===== config.mk =====
export PLATFORM = sky130hd
export DESIGN_NAME = snoop_cache_ctrl
export DESIGN_NICKNAME = d
export VERILOG_FILES = /design/src/rtl/snp_pkg.sv /design/src/rtl/snp_line_array.sv /design/src/rtl/snp_tag_cmp.sv /design/src/rtl/snp_bus_drive.sv /design/src/rtl/snoop_cache_ctrl.sv
export SDC_FILE = /design/constraint.sdc
export NUM_CORES = 1
export LEC_CHECK = 0
export BUFFER_PORTS_ARGS = -buffer_cell sky130_fd_sc_hd__buf_2
export CORE_UTILIZATION = 45
export CTS_CLUSTER_DIAMETER = 50
export DETAILED_ROUTE_END_ITERATION = 7
export PLACE_DENSITY = 0.75
export SLEW_MARGIN = 20
export SYNTH_ARGS = -nofsm -noshare
export SYNTH_HDL_FRONTEND = slang
export SYNTH_SLANG_ARGS = --single-unit

===== constraint.sdc =====
create_clock -name clk -period 4.35 [get_ports clk]
set_clock_uncertainty 0.2 [all_clocks]
set_input_delay 0 -clock clk [delete_from_list [all_inputs] [get_ports clk]]
set_output_delay 0 -clock clk [all_outputs]
set_load 0.01 [all_outputs]

===== src/rtl/snp_pkg.sv =====
package snp_pkg;

    typedef enum logic [1:0] {
        LN_INV = 2'd0,
        LN_SHR = 2'd1,
        LN_EXC = 2'd2
    } line_st_e;

    typedef enum logic [1:0] {
        CMD_NONE   = 2'b00,
        CMD_RDMISS = 2'b01,
        CMD_WRMISS = 2'b10,
        CMD_WBACK  = 2'b11
    } bus_op_e;

    typedef enum logic [2:0] {
        CT_IDLE,
        CT_WBACK,
        CT_MISS,
        CT_FILL,
        CT_SWB
    } ctl_st_e;

    // Processor access completes without the bus
    function automatic logic cpu_local_hit(line_st_e st, logic match, logic wr);
        return match && ((st == LN_EXC) || ((st == LN_SHR) && !wr));
    endfunction

    // State after a snooped transaction matched this line
    function automatic line_st_e snoop_next(line_st_e st, bus_op_e op);
        line_st_e nx;
        nx = st;
        if (st != LN_INV) begin
            if (op == CMD_WRMISS)
                nx = LN_INV;
            else if ((op == CMD_RDMISS) && (st == LN_EXC))
                nx = LN_SHR;
        end
        return nx;
    endfunction

    function automatic line_st_e fill_state(logic wr);
        return wr ? LN_EXC : LN_SHR;
    endfunction

endpackage


===== src/rtl/snp_line_array.sv =====
module snp_line_array
    import snp_pkg::*;
#(
    parameter int LINES  = 4,
    parameter int TAG_W  = 10,
    parameter int DATA_W = 32,
    localparam int IDX_W = (LINES > 1) ? $clog2(LINES) : 1
) (
    input  logic              clk,
    input  logic              rst,
    input  logic [IDX_W-1:0]  rd_idx_a,
    input  logic [IDX_W-1:0]  rd_idx_b,
    output line_st_e          a_st,
    output logic [TAG_W-1:0]  a_tag,
    output logic [DATA_W-1:0] a_data,
    output line_st_e          b_st,
    output logic [TAG_W-1:0]  b_tag,
    output logic [DATA_W-1:0] b_data,
    input  logic              wr_en,
    input  logic [IDX_W-1:0]  wr_idx,
    input  line_st_e          wr_st,
    input  logic              wr_tag_en,
    input  logic [TAG_W-1:0]  wr_tag,
    input  logic              wr_data_en,
    input  logic [DATA_W-1:0] wr_data
);

    line_st_e          st_v  [LINES];
    logic [TAG_W-1:0]  tag_v [LINES];
    logic [DATA_W-1:0] dat_v [LINES];

    for (genvar g = 0; g < LINES; g++) begin : g_line
        line_st_e          st_q;
        logic [TAG_W-1:0]  tag_q;
        logic [DATA_W-1:0] dat_q;
        logic              sel;

        assign sel = wr_en && (wr_idx == IDX_W'(g));

        always_ff @(posedge clk) begin
            if (rst) begin
                st_q  <= LN_INV;
                tag_q <= '0;
                dat_q <= '0;
            end else if (sel) begin
                st_q <= wr_st;
                if (wr_tag_en)
                    tag_q <= wr_tag;
                if (wr_data_en)
                    dat_q <= wr_data;
            end
        end

        assign st_v[g]  = st_q;
        assign tag_v[g] = tag_q;
        assign dat_v[g] = dat_q;
    end

    assign a_st   = st_v[rd_idx_a];
    assign a_tag  = tag_v[rd_idx_a];
    assign a_data = dat_v[rd_idx_a];
    assign b_st   = st_v[rd_idx_b];
    assign b_tag  = tag_v[rd_idx_b];
    assign b_data = dat_v[rd_idx_b];

endmodule


===== src/rtl/snp_tag_cmp.sv =====
module snp_tag_cmp
    import snp_pkg::*;
#(
    parameter int TAG_W = 10
) (
    input  line_st_e         line_st,
    input  logic [TAG_W-1:0] line_tag,
    input  logic [TAG_W-1:0] want_tag,
    output logic             match,
    output logic             held_dirty
);

    assign match      = (line_st != LN_INV) && (line_tag == want_tag);
    assign held_dirty = (line_st == LN_EXC);

endmodule


===== src/rtl/snp_bus_drive.sv =====
module snp_bus_drive
    import snp_pkg::*;
#(
    parameter int ADDR_W = 12,
    parameter int DATA_W = 32,
    parameter int IDX_W  = 2,
    localparam int TAG_W = ADDR_W - IDX_W
) (
    input  ctl_st_e           ctl,
    input  logic              req_wr,
    input  logic [ADDR_W-1:0] req_addr,
    input  logic [TAG_W-1:0]  victim_tag,
    input  logic [ADDR_W-1:0] swb_addr,
    input  logic [DATA_W-1:0] victim_data,
    input  logic [DATA_W-1:0] swb_data,
    output logic              cmd_valid,
    output bus_op_e           cmd_op,
    output logic [ADDR_W-1:0] cmd_addr,
    output logic [DATA_W-1:0] cmd_data
);

    always_comb begin
        cmd_valid = 1'b0;
        cmd_op    = CMD_NONE;
        cmd_addr  = '0;
        cmd_data  = '0;
        unique case (ctl)
            CT_WBACK: begin
                cmd_valid = 1'b1;
                cmd_op    = CMD_WBACK;
                cmd_addr  = {victim_tag, req_addr[IDX_W-1:0]};
                cmd_data  = victim_data;
            end
            CT_MISS: begin
                cmd_valid = 1'b1;
                cmd_op    = req_wr ? CMD_WRMISS : CMD_RDMISS;
                cmd_addr  = req_addr;
            end
            CT_SWB: begin
                cmd_valid = 1'b1;
                cmd_op    = CMD_WBACK;
                cmd_addr  = swb_addr;
                cmd_data  = swb_data;
            end
            default: ;
        endcase
    end

endmodule


===== src/rtl/snoop_cache_ctrl.sv =====
module snoop_cache_ctrl
    import snp_pkg::*;
#(
    parameter int ADDR_W = 12,
    parameter int DATA_W = 32,
    parameter int LINES  = 4
) (
    input  logic              clk,
    input  logic              rst,
    input  logic              cpu_valid,
    input  logic              cpu_write,
    input  logic [ADDR_W-1:0] cpu_addr,
    input  logic [DATA_W-1:0] cpu_wdata,
    output logic              cpu_ready,
    output logic              cpu_done,
    output logic [DATA_W-1:0] cpu_rdata,
    output logic              bus_req_valid,
    input  logic              bus_req_ready,
    output logic [1:0]        bus_req_op,
    output logic [ADDR_W-1:0] bus_req_addr,
    output logic [DATA_W-1:0] bus_req_data,
    input  logic              bus_fill_valid,
    input  logic [DATA_W-1:0] bus_fill_data,
    input  logic              snp_valid,
    input  logic [1:0]        snp_op,
    input  logic [ADDR_W-1:0] snp_addr,
    output logic              snp_ready,
    output logic              snp_abort
);

    localparam int IDX_W = (LINES > 1) ? $clog2(LINES) : 1;
    localparam int TAG_W = ADDR_W - IDX_W;

    ctl_st_e           ctl_q, ctl_d;
    logic              req_wr_q;
    logic [ADDR_W-1:0] req_addr_q;
    logic [DATA_W-1:0] req_wdata_q;
    logic [ADDR_W-1:0] swb_addr_q;
    bus_op_e           swb_op_q;
    logic              done_q;
    logic [DATA_W-1:0] rdata_q;

    logic [IDX_W-1:0]  idx_a, idx_b;
    line_st_e          a_st, b_st;
    logic [TAG_W-1:0]  a_tag, b_tag;
    logic [DATA_W-1:0] a_data, b_data;
    logic [TAG_W-1:0]  want_a, want_b;
    logic              a_match, a_dirty, b_match, b_dirty;

    logic              wr_en, wr_tag_en, wr_data_en;
    logic [IDX_W-1:0]  wr_idx;
    line_st_e          wr_st;
    logic [TAG_W-1:0]  wr_tag;
    logic [DATA_W-1:0] wr_data;

    logic              in_idle, cpu_fire, snp_fire, cmd_fire;
    logic              cpu_hit, victim_dirty, snp_owns;
    bus_op_e           snp_op_e;
    bus_op_e           cmd_op;

    assign in_idle  = (ctl_q == CT_IDLE);
    assign snp_op_e = bus_op_e'(snp_op);

    // Port A serves the processor side, port B the snoop side
    assign idx_a  = in_idle ? cpu_addr[IDX_W-1:0] : req_addr_q[IDX_W-1:0];
    assign idx_b  = in_idle ? snp_addr[IDX_W-1:0] : swb_addr_q[IDX_W-1:0];
    assign want_a = in_idle ? cpu_addr[ADDR_W-1:IDX_W] : req_addr_q[ADDR_W-1:IDX_W];
    assign want_b = in_idle ? snp_addr[ADDR_W-1:IDX_W] : swb_addr_q[ADDR_W-1:IDX_W];

    snp_line_array #(
        .LINES (LINES),
        .TAG_W (TAG_W),
        .DATA_W(DATA_W)
    ) u_array (
        .clk       (clk),
        .rst       (rst),
        .rd_idx_a  (idx_a),
        .rd_idx_b  (idx_b),
        .a_st      (a_st),
        .a_tag     (a_tag),
        .a_data    (a_data),
        .b_st      (b_st),
        .b_tag     (b_tag),
        .b_data    (b_data),
        .wr_en     (wr_en),
        .wr_idx    (wr_idx),
        .wr_st     (wr_st),
        .wr_tag_en (wr_tag_en),
        .wr_tag    (wr_tag),
        .wr_data_en(wr_data_en),
        .wr_data   (wr_data)
    );

    snp_tag_cmp #(.TAG_W(TAG_W)) u_cmp_cpu (
        .line_st   (a_st),
        .line_tag  (a_tag),
        .want_tag  (want_a),
        .match     (a_match),
        .held_dirty(a_dirty)
    );

    snp_tag_cmp #(.TAG_W(TAG_W)) u_cmp_snp (
        .line_st   (b_st),
        .line_tag  (b_tag),
        .want_tag  (want_b),
        .match     (b_match),
        .held_dirty(b_dirty)
    );

    snp_bus_drive #(
        .ADDR_W(ADDR_W),
        .DATA_W(DATA_W),
        .IDX_W (IDX_W)
    ) u_drive (
        .ctl        (ctl_q),
        .req_wr     (req_wr_q),
        .req_addr   (req_addr_q),
        .victim_tag (a_tag),
        .swb_addr   (swb_addr_q),
        .victim_data(a_data),
        .swb_data   (b_data),
        .cmd_valid  (bus_req_valid),
        .cmd_op     (cmd_op),
        .cmd_addr   (bus_req_addr),
        .cmd_data   (bus_req_data)
    );

    assign bus_req_op = cmd_op;

    assign snp_ready    = in_idle;
    assign cpu_ready    = in_idle && !snp_valid;
    assign snp_fire     = snp_valid && snp_ready;
    assign cpu_fire     = cpu_valid && cpu_ready;
    assign cmd_fire     = bus_req_valid && bus_req_ready;
    assign cpu_hit      = cpu_local_hit(a_st, a_match, cpu_write);
    assign victim_dirty = a_dirty && !a_match;
    assign snp_owns     = b_dirty && b_match;
    assign snp_abort    = snp_fire && snp_owns;

    always_comb begin
        ctl_d      = ctl_q;
        wr_en      = 1'b0;
        wr_idx     = idx_a;
        wr_st      = a_st;
        wr_tag_en  = 1'b0;
        wr_tag     = want_a;
        wr_data_en = 1'b0;
        wr_data    = cpu_wdata;
        unique case (ctl_q)
            CT_IDLE: begin
                if (snp_fire) begin
                    if (snp_owns) begin
                        ctl_d = CT_SWB;
                    end else if (b_match) begin
                        wr_en  = 1'b1;
                        wr_idx = idx_b;
                        wr_st  = snoop_next(b_st, snp_op_e);
                    end
                end else if (cpu_fire) begin
                    if (cpu_hit) begin
                        if (cpu_write) begin
                            wr_en      = 1'b1;
                            wr_data_en = 1'b1;
                        end
                    end else begin
                        ctl_d = victim_dirty ? CT_WBACK : CT_MISS;
                    end
                end
            end
            CT_WBACK: if (cmd_fire) ctl_d = CT_MISS;
            CT_MISS:  if (cmd_fire) ctl_d = CT_FILL;
            CT_FILL: begin
                if (bus_fill_valid) begin
                    wr_en      = 1'b1;
                    wr_st      = fill_state(req_wr_q);
                    wr_tag_en  = 1'b1;
                    wr_data_en = 1'b1;
                    wr_data    = req_wr_q ? req_wdata_q : bus_fill_data;
                    ctl_d      = CT_IDLE;
                end
            end
            CT_SWB: begin
                if (cmd_fire) begin
                    wr_en  = 1'b1;
                    wr_idx = idx_b;
                    wr_st  = snoop_next(b_st, swb_op_q);
                    ctl_d  = CT_IDLE;
                end
            end
            default: ctl_d = CT_IDLE;
        endcase
    end

    always_ff @(posedge clk) begin
        if (rst) begin
            ctl_q       <= CT_IDLE;
            req_wr_q    <= 1'b0;
            req_addr_q  <= '0;
            req_wdata_q <= '0;
            swb_addr_q  <= '0;
            swb_op_q    <= CMD_NONE;
            done_q      <= 1'b0;
            rdata_q     <= '0;
        end else begin
            ctl_q  <= ctl_d;
            done_q <= 1'b0;
            if (snp_fire) begin
                swb_addr_q <= snp_addr;
                swb_op_q   <= snp_op_e;
            end
            if (cpu_fire) begin
                req_wr_q    <= cpu_write;
                req_addr_q  <= cpu_addr;
                req_wdata_q <= cpu_wdata;
                if (cpu_hit) begin
                    done_q  <= 1'b1;
                    rdata_q <= cpu_write ? cpu_wdata : a_data;
                end
            end
            if ((ctl_q == CT_FILL) && bus_fill_valid) begin
                done_q  <= 1'b1;
                rdata_q <= req_wr_q ? req_wdata_q : bus_fill_data;
            end
        end
    end

    assign cpu_done  = done_q;
    assign cpu_rdata = rdata_q;

endmodule


Word level (Yosys, flattened, before mapping):

Cells that the tools add are included.

* register bits: 271
* bits of input ports: 97
* output and inout bits: 83

* $lt $le $gt $ge: 2
* equal/unequal tests: 23
* muxes and demuxes: 76
* bitwise gates (word level): 2
* reduce and logical (&&, ||, !) cells: 40

Operator list (number)
* $mux 32: 11
* $bmux 32 s2: 2
* $pmux 32 s2: 1
* $mux 10: 6
* $mux 2: 23
* $bmux 10 s2: 2
* $pmux 12 s3: 1
* $mux 3: 8
* $eq 10x10->1: 2
* $logic_and 1x1->1: 18
* $reduce_and 2->1: 9
* $pmux 3 s5: 1
* $mux 1: 14
* $eq 2x2->1 const B: 6
* $bmux 2 s2: 2
* $eq 2x1->1 const B: 4
* $ne 2x2->1 const B: 4
* $pmux 2 s2: 2
* $reduce_bool 2->1: 4
* $reduce_and 7->1: 1
* $eq 3x2->1 const B: 2
* $ge 3x3->1 const B: 2
* $not 2->3: 2
* $pmux 2 s3: 1
* 13 further kinds: 15

Depth between registers and ports, before layout:

Gate-level depths: netlist of run 1.

* depth in word-level cells: 16
* gate-level depth with buffers: 18
* gate-level depth less buffers: 11

Cells and area by module:

Synthesis of run 1 repeated with hierarchy kept, for this count alone.

* cells, all modules: 1668
* area, all modules: 15997.8 sq um

By module, submodules not included
* snp_line_array: instances 1, cells each 739, area each 9258.9 sq um
* snoop_cache_ctrl: instances 1, cells each 729, area each 5231.3 sq um
* snp_bus_drive: instances 1, cells each 170, area each 1260.0 sq um
* snp_tag_cmp: instances 2, cells each 15, area each 123.9 sq um

Worst setup path after synthesis of run 1:

OpenSTA, ideal clock, no wires.

* kind: reg-to-reg
* from: register ctl_q[2]
* to: register u_array.g_line[1].tag_q[8]
* arrival: 3984 ps
* data required time: 4022 ps
* slack: 39 ps
* cell stages (with the launch flop): 15
* path buffers: 3
* clock period less this slack: 4311 ps
* path through: dfxtp_1 > buf_6 > or3_1 > buf_4 > inv_2 > mux2_2 > and3_1 > o32ai_1 > o2111ai_1 > nor4b_4 > mux2i_1 > nor4b_1 > buf_2 > mux2i_1 > nor2_1

* longest elaborated chain between the ends: 16
* elaborated cells on any way between the ends: 58

Ends and longest elaborated chain
* start, declared: RTL line snoop_cache_ctrl.sv:34 `ctl_st_e ctl_q, ctl_d;`
* start signal, assigned: RTL line snoop_cache_ctrl.sv:205 `ctl_q <= ctl_d;`
* parallel branches: the longest is 16 deep, another holds $bmux 10 s2
* end signal, assigned: RTL line snp_line_array.sv:48 `tag_q <= wr_tag;`
* end, declared: RTL line snp_line_array.sv:34 `logic [TAG_W-1:0] tag_q;`

Parallel ways; which one is timed is not known. The select of a mux whose other input is x is not followed.
A chain may end at the register's enable or synchronous reset.

Worst setup path in the final report of run 1:

* from: register ctl_q[2]
* to: register u_array.g_line[0].dat_q[0]

* longest elaborated chain between the ends: 16
* elaborated cells on any way between the ends: 60

Ends and longest elaborated chain
* parallel branches: the longest is 16 deep, another holds $bmux 10 s2
* end signal, assigned: RTL line snp_line_array.sv:50 `dat_q <= wr_data;`
* end, declared: RTL line snp_line_array.sv:35 `logic [DATA_W-1:0] dat_q;`

Parallel ways; which one is timed is not known. The select of a mux whose other input is x is not followed.

==> results.cfg, run 1 <==
[sta]
slew_headroom = 0.1775
post-route-period-util = 0.9819
slew_viol_final = 0
setup_tns_ns = 0
hold_viol_final = 0
tightest_slew_ns = 1.226
setup_violations = 0
final.min_clock_period_ns = 4.271
clock.fmax_mhz = 234.1

[synth]
synth_top_area_share = 0.3357
yosysUniqueCellTypes = 73
synth_edf_count = 0
ys_async_sr_fraction = 0
ys.flop_type = dfxtp_1
syn-mean-instance-area_um2 = 9.422
synthTopCellsByCount = dfxtp_1 (271), nand2_1 (165), mux2i_1 (162)
yosys.area.top_type = dfxtp_1
synth_nets = 1812
yosysWarnings = 0
yosysSeqAreaShare = 0.3357
synthTopCellsByArea = dfxtp_1 (34%), mux4_2 (11%), mux2i_1 (10%)
syn_inst = 1715
yosysMostFrequentCell = dfxtp_1
ys_ff_latch = 271
syn-cell-area_mm2 = 0.01616

[floorplanning]
num_io_pins = 180
core_mm2 = 0.03548
die_w_um = 191.5
initial_core_util = 0.4554
design.die.area_mm2 = 0.03667
row_count = 69
die_h_um = 191.5

[cts]
cts.sinks = 271
clock_tree.root_cell = clkbuf_16
clock_path_buffers = 3
h-tree-depth = 2
cts.reportedPaths.clkPinSlew_ns = 0.06
cts_buffers = 38
clkLatencyLatePin_ns = 0.55
cts_tree = done

[critical_path]
crit_path_max_fanout = 13
cp_cell_sequence = or3_4 -> inv_2 -> buf_6 -> mux2_4 -> xor2_1 -> a2111o_1 -> nor4_4 -> nand4_1 -> o21a_1 -> nor3b_2 -> nor2b_4 -> clkbuf_16 -> mux2_2
cp-start-kind = register
crit_type = reg2reg
cp.required_ns = 4.59
endpoint_kind = register
crit_slowest_cell = a2111o_1
cpPeakStageDelay_ns = 0.46
worst_ep_arrival_time_ns = 4.51

[cells_and_area]
finalNetCount = 2124
stdcell_count = 2516
fin_util = 0.5870
area_growth_pct = 28.90
drive_above_1_share = 0.2833

[global_routing]
grt_usage = 0.2996
grt_max_degree = 135
gr-total-overflow = 0
grt_pass1_wl_um = 85370
grt_pass1_vias = 15530
antenna_found_initial = 0

[hold_path]
hp-class = in2reg

[placed_design]
globalplace.congestion = 0.9885
dp_cells = 2298
io_buffers = 179
dp_hpwl_um = 34480

[pwr]
powerDensity_mw_per_mm2 = 444.3
vdd_drop_max_v = 0.0003945
leakage_nw = 8.587

[detailed_routing]
ant_nets = 0
drt_iter0_markers = 1462
first_pass_iters = 5
viasPerCell = 6.078
detail_route.wirelength_um = 56200
via_count = 15290
drc = 0
wl_per_cell_um = 22.34

[run]
drv_cap = 0

[status]
status = completed
==> per-stage QoR <==
step	hold WS (ns)	setup slack (ns)	instance area [µm²]	power, W
after floorplan	-0.1187	0.03877	16160	0.004620
after global placement	0.05390	0.03881	17860	0.005596
after detailed placement	0.06664	0.05155	17860	0.005621
after CTS	0.006628	0.04099	20610	0.009110
after global routing	0.02174	-0.01386	20830	0.009584
final	0.008578	0.07859	20830	0.009254
==> logic make-up after synthesis <==
logic type	Yosys count	share of synthesized area
multiplexers	385	0.3092
flip-flops	271	0.3357
AO/OA/AOI/OAI	300	0.1225
XOR/XNOR	17	0.009215
AND/OR/NAND/NOR	586	0.1803
buffers and inverters	156	0.04313
==> state kept, by name (all words and copies together) (netlist names) <==
name	flops
u_array.g_line.st_q	8
req_wdata_q	32
ctl_q	3
u_array.g_line.tag_q	40
u_array.g_line.dat_q	128
cpu_done	1
swb_addr_q	12
cpu_rdata	32
swb_op_q	2
req_addr_q	12
req_wr_q	1
==> critical path, delay by kind of cell (launching register included) <==
kind | cells | cell delay, ns
AO/OA/AOI/OAI | 2 | 0.71
multiplexers | 2 | 0.69
flip-flops | 1 | 0.35
AND/OR/NAND/NOR | 5 | 1.52
XOR/XNOR | 1 | 0.15
buffers and inverters | 3 | 0.57
==> final timing paths <==
path | from | endpoint | slack, ns | depth (start not counted)
max | ctl_q[2] | u_array.g_line[0].dat_q[0] | 0.08 | 13
max reg2reg | ctl_q[2] | u_array.g_line[0].dat_q[0] | 0.08 | 13
min reg2reg | req_wdata_q[4] | req_wdata_q[4] | 0.25 | 2
min | bus_fill_data[31] | cpu_rdata[31] | 0.009 | 5
==> placed cells by master (no fill, tap or decap), drive strengths merged, types with 34 or more instances in the layout <==
cell and instances:
buf 276, a211oi 49, mux2i 162, nor3 42
mux2 147, a22o 34, nand2 165, nor2 134
clkbuf 50, and2 37, nor2b 134, mux4 76
dfxtp 271, o21ai 45, dlygate4sd3 140, a21oi 106
==> power by group <==
part	leakage (nW)	internal [W]	total [W]	switching (W)
clock	0.662	0.00209	0.00335	0.00126
combinational	5.74	0.00129	0.00322	0.00193
sequential	2.19	0.00259	0.00268	0.0000895
==> layout make-up <==
type / count / area [µm²]
multi-input cells: 1288 / 10180
clock buffers: 47 / 1046
repair buffers: 419 / 3254
well taps: 461 / 576.8
fillers: 2840 / 14650
inverters: 9 / 33.78
diodes: 1 / 2.502
flip-flops and latches: 271 / 5425
clock inverters: 20 / 307.8
==> per-layer routing <==
metal | GRT usage | up-vias | routed length (µm)
met3 | 0.05654 | 184 | 4585
met1 | 0.3660 | 7463 | 22310
met2 | 0.5046 | 810 | 26750
met4 | 0.1462 | 0 | 2551
li1 | - | 6834 | -
met5 | 0 | - | 0
==> what timing repair did <==
action | CTS | global route
buffers inserted | 0 | 5
endpoints found under the hold margin | 264 | 0
gates resized for setup | 0 | 16
endpoints found under the setup margin | 0 | 127
hold buffers | 140 | 0
(Power assumes the default switching activity.)
==> inputs of run 2 (changes only) <==
--- a/config.mk
+++ b/config.mk
@@ -6,10 +6,11 @@
 export NUM_CORES = 1
 export LEC_CHECK = 0
 export BUFFER_PORTS_ARGS = -buffer_cell sky130_fd_sc_hd__buf_2
+export CAP_MARGIN = 15
 export CORE_UTILIZATION = 45
 export CTS_CLUSTER_DIAMETER = 50
 export DETAILED_ROUTE_END_ITERATION = 7
-export PLACE_DENSITY = 0.75
+export PLACE_DENSITY = 0.73
 export SLEW_MARGIN = 20
 export SYNTH_ARGS = -nofsm -noshare
 export SYNTH_HDL_FRONTEND = slang
==> constraint.sdc (replaced) <==
create_clock -name clk -period 4.4 [get_ports clk]
set_clock_uncertainty 0.2 [all_clocks]
set_input_delay 0.88 -clock clk [delete_from_list [all_inputs] [get_ports clk]]
set_output_delay 0.88 -clock clk [all_outputs]
set_load 0.01 [all_outputs]
==> run 2 against run 1 <==
Total power fell by 2.9%. Routed wire length decreased by 8.9%. Non-clock buffer count fell by 132. First-iteration DRC count is 18% lower. Combinational power shrank 5%. Sequential power about the same. Global-route usage down 2.3 points. Worst setup slack lost 0.0053 ns. Largest power group unchanged. Final area down 6.5%.
==> results.cfg, run 2 (synthesized netlist as in run 1, its figures left out) <==
[pwr]
switching_share = 0.3590
power_frac_comb = 0.340
clockPowerShare = 0.365
switchingPower_w = 0.003228
leakage_nw = 7.971
power_frac_seq = 0.295
p_int_w = 0.005762
powerDensity_mw_per_mm2 = 461.5
vdd_drop_max_v = 0.0005276
total_power_w = 0.008990

[critical_path]
endpoint_kind = primary output
startpoint = ctl_q[2]
cp.required_ns = 3.32
r2r_end = u_array.g_line[2].dat_q[29]
reg2reg_depth = 14
crit_path_max_fanout = 5
cp-endpoint = snp_abort
crit_type = reg2out
rrSetupSlack_ns = 0.18
worst_ep_arrival_time_ns = 3.25
cp-start-kind = register
rr_startpoint = ctl_q[2]

[floorplanning]
row_count = 69
initial_core_util = 0.4554
core_mm2 = 0.03548
design.die.area_mm2 = 0.03667
die_w_um = 191.5
die_h_um = 191.5
num_io_pins = 180

[cts]
clock_tree.root_cell = clkbuf_16
cts.reportedPaths.clkPinSlew_ns = 0.06
cts.sinks = 271
clock_path_buffers = 3
h-tree-depth = 2
clkLatencyLatePin_ns = 0.55
cts_tree = done
cts_buffers = 38

[cells_and_area]
area_growth_pct = 20.55
top_register = u_array.g_line.dat_q
fin_util = 0.5490
drive_above_1_share = 0.3087
multiInputGateArea_mm2 = 0.01019
seqCellArea_mm2 = 0.005425
largest_register_ffs = 128
final_common_cell = dfxtp_1
finalNetCount = 1992
top_regs = u_array.g_line.dat_q: 128 flops, u_array.g_line.tag_q: 40 flops
n_fill_cell = 3118
final_cell_mix = dfxtp_1 (271), buf_2 (178), nand2_1 (163)

[global_routing]
grt_usage = 0.2768
antenna_found_initial = 2
grt_pass1_vias = 14190
grt_max_degree = 107
grt_pass1_wl_um = 79170
gr-total-overflow = 0

[placed_design]
io_buffers = 179
globalplace.congestion = 0.9541
dp_hpwl_um = 34510
place_ws_ns = -0.2746

[detailed_routing]
wl_per_cell_um = 21.45
first_pass_iters = 6
drc = 0
viasPerCell = 6.048
detail_route.wirelength_um = 51190
drt_iter0_markers = 1198
via_count = 14430
ant_nets = 0

[sta]
final.min_clock_period_ns = 4.327
slew_viol_final = 0
slew_headroom = 0.4946
hold_slack_ns = 0.2493
clock.fmax_mhz = 231.1
setup_violations = 0
post-route-period-util = 0.9833
hold_viol_final = 0
setup_ws_ns = 0.07328
tightest_slew_ns = 0.7572

[status]
status = completed

[run]
drv_cap = 0

[hold_path]
hp-class = reg2reg
[run 2: changes by cell type in the layout (fill, tap and decap cells not counted), sizes merged]
cell and delta:
buf +11, clkinv +6, clkbuf -5, inv -4, clkinvlp +2, dlygate4sd3 -140
[run 2: power by group through the flow]
| stage | clock network [W] | registers [W] | logic (W) |
|---|---|---|---|
| 2_1_floorplan | 0 | 0.00266 | 0.00192 |
| 3_5_place_dp | 0 | 0.00270 | 0.00293 |
| 6_report | 0.00328 | 0.00265 | 0.00306 |
| 4_1_cts | 0.00330 | 0.00265 | 0.00298 |
| 3_3_place_gp | 0 | 0.00270 | 0.00291 |
| 5_1_grt | 0.00341 | 0.00266 | 0.00325 |
[run 2: timing repair]
| action | CTS | global route |
|---|---|---|
| pin swaps | 2 | 2 |
| hold buffers | 0 | 0 |
| resized for setup | 7 | 10 |
| setup endpoints to repair | 93 | 11 |
| cloned | 0 | 0 |
| setup buffers | 1 | 1 |
[run 2: worst max-delay path, stage by stage, from the launching register on]
cell and delay (ns):
dfxtp_1 0.33, or3_4 0.42, inv_4 0.14, buf_4 0.19
mux2_2 0.40, nand3_1 0.10, o221ai_1 0.11, a211o_1 0.33
nor4_2 0.23, buf_4 0.14, and2_1 0.14, buf_2 0.15
[run 2: layout make-up]
type                            count  area share
Tap cell                          461     0.02961
Clock inverter                     24     0.01805
Sequential cell                   271      0.2785
Timing Repair Buffer              287     0.09763
Clock buffer                       45     0.05119
Antenna cell                        1   0.0001285
Multi-Input combinational cell   1288      0.5230
Inverter                            9    0.001863
[run 2: per-stage QoR]
| step | instance area [µm²] | TNS [ns] | std cells |
|---|---|---|---|
| 2_1_floorplan | 16190 | 0 | 1715 |
| 3_3_place_gp | 18030 | -23.16 | 2314 |
| 3_5_place_dp | 18030 | -28.10 | 2314 |
| 4_1_cts | 19420 | 0 | 2384 |
| 5_1_grt | 19480 | -0.0009808 | 2385 |
| 6_report | 19480 | 0 | 2386 |
[run 2: how the worst min path moves through the flow]
stage	start	to	slack, ns	cells after the start
6_report	req_wdata_q[0]	req_wdata_q[0]	0.25	2
5_1_grt	req_wdata_q[6]	req_wdata_q[6]	0.27	2
4_1_cts	req_wdata_q[5]	req_wdata_q[5]	0.25	2
3_5_place_dp	req_wdata_q[23]	req_wdata_q[23]	0.24	2
3_3_place_gp	req_wdata_q[22]	req_wdata_q[22]	0.24	2
2_1_floorplan	req_wdata_q[0]	req_wdata_q[0]	0.23	2
[run 2: layer usage]
metal,track usage,vias up,wire [µm]
li1,-,6582,-
met1,0.3592,7114,21690
met2,0.4493,616,23820
met3,0.04792,117,3735
met4,0.1227,2,1921
met5,0,-,13
